==> src/rtl/lrbPkg.sv <==
`timescale 1ns/1ps
package lrbPkg;
  typedef enum logic [1:0] {
    MODE_PASS = 2'd0,
    MODE_CAP  = 2'd1,
    MODE_ONCE = 2'd2,
    MODE_LOOP = 2'd3
  } lrbMode_e;

  typedef enum logic [1:0] {
    SEL_LIVE = 2'd0,
    SEL_MEM  = 2'd1,
    SEL_ZERO = 2'd2
  } lrbSel_e;

  // strobes from control to datapath
  typedef struct packed {
    logic    capWr;
    logic    hostWrMem;
    logic    hostRdMem;
    logic    hostRdReg;
    lrbSel_e sel;
  } lrbStrb_t;
endpackage

==> src/rtl/lrbCtrl.sv <==
`timescale 1ns/1ps
module lrbCtrl
  import lrbPkg::*;
#(
  parameter int ADDR_W    = 8,
  parameter int ORBIT_LEN = 3564
) (
  input  logic              clk,
  input  logic              rstN,
  input  logic              orbitMark,
  input  logic              hostWr,
  input  logic              hostRd,
  input  logic              hostRegSel,
  input  logic [1:0]        hostModeData,
  output lrbStrb_t          strb,
  output logic [ADDR_W-1:0] capAddr,
  output logic [ADDR_W-1:0] playAddr,
  output logic [2:0]        regVal,
  output logic              hostErr,
  output logic              capDone
);
  localparam int DEPTH = 1 << ADDR_W;
  localparam int BX_W  = $clog2(ORBIT_LEN);

  lrbMode_e          mode;
  logic              armed, capOn, done;
  logic [ADDR_W-1:0] capIdx;
  logic [BX_W-1:0]   bxCnt, bxNow, bxNext;
  logic              memAcc, modeWr, capStart, capWr, isPass;
  lrbSel_e           selC;

  always_comb begin
    bxNow    = orbitMark ? '0 : bxCnt;
    bxNext   = (bxNow == BX_W'(ORBIT_LEN - 1)) ? '0 : bxNow + 1'b1;
    memAcc   = (hostWr || hostRd) && !hostRegSel;
    modeWr   = hostWr && hostRegSel;
    isPass   = (mode == MODE_PASS);
    capStart = (mode == MODE_CAP) && armed && orbitMark;
    capWr    = (mode == MODE_CAP) && (capStart || capOn);
    capAddr  = capStart ? '0 : capIdx;
    playAddr = bxNow[ADDR_W-1:0];
    case (mode)
      MODE_ONCE: selC = (bxNow < BX_W'(DEPTH)) ? SEL_MEM : SEL_ZERO;
      MODE_LOOP: selC = SEL_MEM;
      default:   selC = SEL_LIVE;
    endcase
    strb.capWr     = capWr;
    strb.hostWrMem = hostWr && !hostRegSel && isPass;
    strb.hostRdMem = hostRd && !hostRegSel && isPass;
    strb.hostRdReg = hostRd && hostRegSel;
    strb.sel       = selC;
    regVal         = {done, mode};
    capDone        = done;
  end

  always_ff @(posedge clk or negedge rstN) begin
    if (!rstN) begin
      mode    <= MODE_PASS;
      armed   <= 1'b0;
      capOn   <= 1'b0;
      capIdx  <= '0;
      done    <= 1'b0;
      bxCnt   <= '0;
      hostErr <= 1'b0;
    end else begin
      bxCnt   <= bxNext;
      hostErr <= memAcc && !isPass;
      if (modeWr) begin
        mode   <= lrbMode_e'(hostModeData);
        armed  <= (hostModeData == MODE_CAP);
        done   <= 1'b0;
        capOn  <= 1'b0;
        capIdx <= '0;
      end else if (capWr) begin
        armed <= 1'b0;
        if (capAddr == '1) begin
          capOn <= 1'b0;
          done  <= 1'b1;
        end else begin
          capOn  <= 1'b1;
          capIdx <= capAddr + 1'b1;
        end
      end
    end
  end

  // the crossing after a marker is crossing 1
  p_bx_restart_r3: assert property (@(posedge clk) disable iff (!rstN)
    orbitMark |=> (bxCnt == BX_W'(1)));

  // completion follows only the last recorded entry
  p_done_after_last_r5: assert property (@(posedge clk) disable iff (!rstN)
    $rose(done) |-> ($past(capOn) && ($past(capIdx) == '1)));

  // refused access is flagged
  p_err_outside_pass_r9: assert property (@(posedge clk) disable iff (!rstN)
    (memAcc && (mode != MODE_PASS)) |=> hostErr);
endmodule

==> src/rtl/lrbData.sv <==
`timescale 1ns/1ps
module lrbData
  import lrbPkg::*;
#(
  parameter int ADDR_W = 8,
  parameter int WORD_W = 12
) (
  input  logic              clk,
  input  logic              rstN,
  input  lrbStrb_t          strb,
  input  logic [ADDR_W-1:0] capAddr,
  input  logic [ADDR_W-1:0] playAddr,
  input  logic [ADDR_W-1:0] hostAddr,
  input  logic [WORD_W-1:0] hostWdata,
  input  logic [WORD_W-1:0] liveWord,
  input  logic [2:0]        regVal,
  output logic [WORD_W-1:0] outWord,
  output logic [WORD_W-1:0] hostRdata
);
  localparam int DEPTH = 1 << ADDR_W;

  logic [WORD_W-1:0] mem [DEPTH];
  logic              wrEn;
  logic [ADDR_W-1:0] wrAddr;
  logic [WORD_W-1:0] wrData;

  always_comb begin
    wrEn   = strb.capWr || strb.hostWrMem;
    wrAddr = strb.capWr ? capAddr : hostAddr;
    wrData = strb.capWr ? liveWord : hostWdata;
  end

  always_ff @(posedge clk) begin
    if (wrEn) mem[wrAddr] <= wrData;
  end

  always_ff @(posedge clk or negedge rstN) begin
    if (!rstN) begin
      outWord   <= '0;
      hostRdata <= '0;
    end else begin
      case (strb.sel)
        SEL_MEM:  outWord <= mem[playAddr];
        SEL_ZERO: outWord <= '0;
        default:  outWord <= liveWord;
      endcase
      if (strb.hostRdMem)      hostRdata <= mem[hostAddr];
      else if (strb.hostRdReg) hostRdata <= {{(WORD_W-3){1'b0}}, regVal};
      else                     hostRdata <= '0;
    end
  end

  // one writer at a time on the buffer port
  p_one_writer_r8: assert property (@(posedge clk) disable iff (!rstN)
    !(strb.capWr && strb.hostWrMem));

  // zero fill outside the one-shot window
  p_zero_fill_r6: assert property (@(posedge clk) disable iff (!rstN)
    (strb.sel == SEL_ZERO) |=> (outWord == '0));

  // live forwarding with one cycle of delay
  p_live_follow_r2: assert property (@(posedge clk) disable iff (!rstN)
    (strb.sel == SEL_LIVE) |=> (outWord == $past(liveWord)));
endmodule

==> src/rtl/linkReplayBuf.sv <==
`timescale 1ns/1ps
module linkReplayBuf
  import lrbPkg::*;
#(
  parameter int ENERGY_W  = 8,
  parameter int FEAT_W    = 4,
  parameter int ADDR_W    = 8,
  parameter int ORBIT_LEN = 3564,
  localparam int WORD_W   = ENERGY_W + FEAT_W
) (
  input  logic              clk,
  input  logic              rstN,
  input  logic              orbitMark,
  input  logic [ENERGY_W-1:0] liveEnergy,
  input  logic [FEAT_W-1:0] liveFeat,
  output logic [ENERGY_W-1:0] outEnergy,
  output logic [FEAT_W-1:0] outFeat,
  input  logic              hostWr,
  input  logic              hostRd,
  input  logic [ADDR_W:0]   hostAddr,
  input  logic [WORD_W-1:0] hostWdata,
  output logic [WORD_W-1:0] hostRdata,
  output logic              hostErr,
  output logic              captureDone
);
  lrbStrb_t          strb;
  logic [ADDR_W-1:0] capAddr, playAddr;
  logic [2:0]        regVal;
  logic [WORD_W-1:0] outWord;

  lrbCtrl #(.ADDR_W(ADDR_W), .ORBIT_LEN(ORBIT_LEN)) ctrl_i (
    .clk(clk), .rstN(rstN), .orbitMark(orbitMark),
    .hostWr(hostWr), .hostRd(hostRd), .hostRegSel(hostAddr[ADDR_W]),
    .hostModeData(hostWdata[1:0]), .strb(strb), .capAddr(capAddr),
    .playAddr(playAddr), .regVal(regVal), .hostErr(hostErr),
    .capDone(captureDone)
  );

  lrbData #(.ADDR_W(ADDR_W), .WORD_W(WORD_W)) data_i (
    .clk(clk), .rstN(rstN), .strb(strb), .capAddr(capAddr),
    .playAddr(playAddr), .hostAddr(hostAddr[ADDR_W-1:0]),
    .hostWdata(hostWdata), .liveWord({liveFeat, liveEnergy}),
    .regVal(regVal), .outWord(outWord), .hostRdata(hostRdata)
  );

  assign outEnergy = outWord[ENERGY_W-1:0];
  assign outFeat   = outWord[WORD_W-1:ENERGY_W];
endmodule

==> config.mk <==
export PLATFORM = sky130hd
export DESIGN_NAME = linkReplayBuf
export DESIGN_NICKNAME = d
export VERILOG_FILES = /design/src/rtl/lrbPkg.sv /design/src/rtl/lrbCtrl.sv /design/src/rtl/lrbData.sv /design/src/rtl/linkReplayBuf.sv
export SDC_FILE = /design/constraint.sdc
export NUM_CORES = 2
export LEC_CHECK = 0
export BUFFER_PORTS_ARGS = -buffer_cell sky130_fd_sc_hd__buf_2
export CAP_MARGIN = 20
export CORE_UTILIZATION = 42
export CTS_BUF_LIST = sky130_fd_sc_hd__clkbuf_8
export DETAILED_ROUTE_END_ITERATION = 8
export GPL_ROUTABILITY_DRIVEN = 0
export PLACE_DENSITY_LB_ADDON = 0.2
export SETUP_SLACK_MARGIN = 0.02
export SLEW_MARGIN = 10
export SYNTH_ARGS = -nofsm -noshare
export SYNTH_HDL_FRONTEND = slang
export SYNTH_SLANG_ARGS = --single-unit
==> constraint.sdc <==
create_clock -name clk -period 8.22 [get_ports clk]
set_input_delay 1.644 -clock clk [delete_from_list [all_inputs] [get_ports clk]]
set_output_delay 1.644 -clock clk [all_outputs]
set_load 0.05 [all_outputs]
==> summary.md <==
| Metric | Value |
|---|---|
| Crit end category | `flip-flop` |
| Clock sink count | `3122` |
| Placed cell area | `0.155 mm2` |
| Post-Syn Instances | `9451` |
| # setup viols final | `0` |
| Post_cts resized | `0` |
| Layout cell share with drive strength beyond 1 | `21.8%` |
| Skew-Pair Late Insertion Delay | `1.24 ns` |
| Die area | `0.354 mm2` |
| Routed wl met3 | `around 73000 um` |
| Startpoint types | `input port` |
| DP Worst Slack | `1.86 ns` |
| Mapped Area | `0.148 mm2` |
| Worst EP arrival | `between 6 and 7 ns` |
| Fin cells | `14800` |
| Fin util | `47.3%` |
| RSZ-0062 raised after global routing | `false` |
| Total Routed Length | `573000 um` |
| Worst endpoint required time | `9.39 ns` |
| Status | `complete, no violations` |
| VDD IR-drop max | `0.128 mV` |
| Routed met1 length | `209000 um` |
| WL/cell | `~39 um` |
| Worst-case hold slack | `0.550 ns` |
| GR Util All Layers | `31.7%` |
| Final worst-path cycle share | `68.3%` |
| Synth warn | `0` |
| P per Cell Area | `211 mW/mm2` |
| Largest net degree at the start of global routing | `184` |
| Setup tns final | `0 ns` |
| Cell Rows | `217` |
| Worst-path fanout max | `just over 90` |
| Commonest non-fill, non-tap cell in the layout | `edfxtp_1` |
| # DRC | `0` |
| Synth Register Bits | `3122` |
| Core area | `between 0.3 and 0.4 mm2` |
| Rel. slew slack | `under 10%` |
| Number of global-route vias before repair | `98400` |
| Detail Route Antenna Nets | `0` |
| Pleak | `54.7 nW` |
| Avg Cell Area, Syn | `15.6 um2` |
| Cells after DPL | `13800` |
| Syn-to-layout area delta | `12.0%` |
| Top_reg_cell synth | `edfxtp_1` |
| HP Class | `flip-flop to flip-flop` |
| # port buffers | `63` |
| Synthesized Nets | `approximately 9500` |
| Maximum clock path buffer count | `4` |
| Die width | `595 um` |
| Most frequent cells in the layout | `edfxtp_1 (3072), mux2i_1 (1023), mux4_2 (891)` |
| Post-route cell area | `0.165 mm2` |
| Worst-margin pin slew | `1.48 ns` |
| Root Buffer | `clkbuf_8` |
| Initial DRC Count | `16300` |
| Via count | `101000` |
| Drt first pass iters | `6` |
| Period minus WS final | `around 5.6 ns` |
| Synth cell types | `66` |
| Max-slew violations | `0` |
| Slowest cell delay on critical path | `1.07 ns` |
| CTS Hold Bufs | `0` |
| Clock skew | `0.0674 ns` |
| First-pass GRT wire length | `789000 um` |
| Setup Crit Path Kind | `input port to flip-flop` |
| Initial Utilization | `42.2%` |
| Final nets | `9795` |
| Die Height | `595 um` |
| Post-synth ARST share | `about 1.6%` |
| I/O pin count | `64` |
| Total CTS buffers | `approximately 550` |
| Fmax achieved | `about 0.18 GHz` |
| Highest routed layer | `met5` |
| Total gr overflow | `0` |
| Initial antenna violation count | `40` |
| Max stage delay cell, worst path | `o21ai_1` |
| Total power | `34.9 mW` |
| Clock transition at path regs | `0.07 ns` |
| EDFF count, synth | `3072` |
| CP cell instances | `buf_8 > nand2b_4 > inv_8 > buf_12 > mux2i_1 > a221o_1 > a31oi_1 > o22ai_1 > o21ai_1 > a32o_1` |
| Dpl hpwl | `approximately 340000 um` |
| DR vias/cell | `between 6 and 7` |
| Max Cap Violations | `0` |
| Final hold vios | `0` |
| Met2 WL | `252000 um` |
| TritonCTS clock tree | `yes` |
| Register area share after synthesis | `roughly 63%` |
| H-tree levels | `6` |
| Post-CTS setup buffer count | `0` |
| PnR worst setup slack | `2.60 ns` |
==> final cells by class <==
class                      instances  area (um2)
fill                           29600      184000
sequential                      3122       93500
multi-input combinational       5511       51100
clock buffer                     567        7800
tap                             4599        5750
timing repair buffer             563        4910
clock inverter                   402        2070
antenna                           52         130
inverter                           8        37.5
==> worst max-delay path: cells and delay by family <==
kind / cells / cell delay [ns]
AO/OA/AOI/OAI: 5 / 2.75
multiplexers: 1 / 0.16
buffers and inverters: 3 / 1.37
AND/OR/NAND/NOR: 1 / 0.39
==> routing by layer <==
layer	vias to the layer above	global-route usage [%]
met5	-	0
met1	52400	42.1
met4	16	19.1
li1	39300	-
met2	7764	46.9
met3	1591	8.31
==> power by group <==
part / internal (mW) / switching (mW) / leakage, nW / total (mW)
clock network: 6.68 / 6.74 / 5.58 / 13.4
logic: 1.14 / 2.60 / 20.9 / 3.74
registers: 17.6 / 0.0675 / 28.3 / 17.7
total: 25.5 / 9.41 / 54.7 / 34.9
==> cells by family after synthesis <==
group / Yosys count / synth area share [%]
flip-flops: 3122 / 63.4
multiplexers: 1932 / 20.7
AND/OR/NAND/NOR: 1916 / 5.80
AO/OA/AOI/OAI: 1650 / 7.73
buffers and inverters: 818 / 2.34
XOR/XNOR: 11 / 0.0653
adder cells (fa/ha/maj): 2 / 0.0170
==> cell usage after synthesis, types with 11 or more instances <==
master,n,area share (%)
nor2b_1,129,0.55
buf_4,27,0.14
nor3_1,47,0.16
a32o_1,14,0.095
a221o_1,180,1.2
a21oi_1,181,0.61
nand2_1,771,2.0
nand3_1,360,1.2
mux2i_1,1023,6.9
edfxtp_1,3072,63
a221oi_1,117,0.69
nand2b_1,112,0.47
o22ai_1,164,0.70
o21ai_0,268,0.91
buf_2,191,0.65
a32oi_1,22,0.13
mux4_2,891,14
mux2_2,18,0.14
a22oi_1,111,0.56
o211ai_1,21,0.11
nor2_1,417,1.1
a211oi_1,201,1.0
dfrtp_1,50,0.85
nand3b_1,14,0.071
a31oi_1,308,1.3
buf_1,105,0.27
a22o_1,11,0.065
clkbuf_1,481,1.2
and2_1,13,0.055
==> final timing paths <==
| path | startpoint | endpoint | slack [ns] | cells after the start |
|---|---|---|---|---|
| setup / recovery | orbitMark | data_i.outWord[5] | 2.60 | 10 |
| min in group asynchronous | rstN | data_i.outWord[2] | 0.59 | 2 |
| max in group asynchronous | rstN | ctrl_i.bxCnt[2] | 6.62 | 2 |
| hold / removal | ctrl_i.capOn | ctrl_i.capOn | 0.55 | 2 |
| hold reg to reg | ctrl_i.capOn | ctrl_i.capOn | 0.55 | 2 |
| setup reg to reg | ctrl_i.bxCnt[1] | data_i.outWord[11] | 2.63 | 10 |
==> state kept, by name, summed over array words and instances, names as in the netlist <==
name,flops
ctrl_i.capDone,1
ctrl_i.capOn,1
data_i.hostRdata,12
ctrl_i.hostErr,1
ctrl_i.bxCnt,12
data_i.outWord,12
ctrl_i.mode,2
data_i.mem,3072
ctrl_i.armed,1
ctrl_i.capIdx,8
Power figures use the tool's default switching activity.
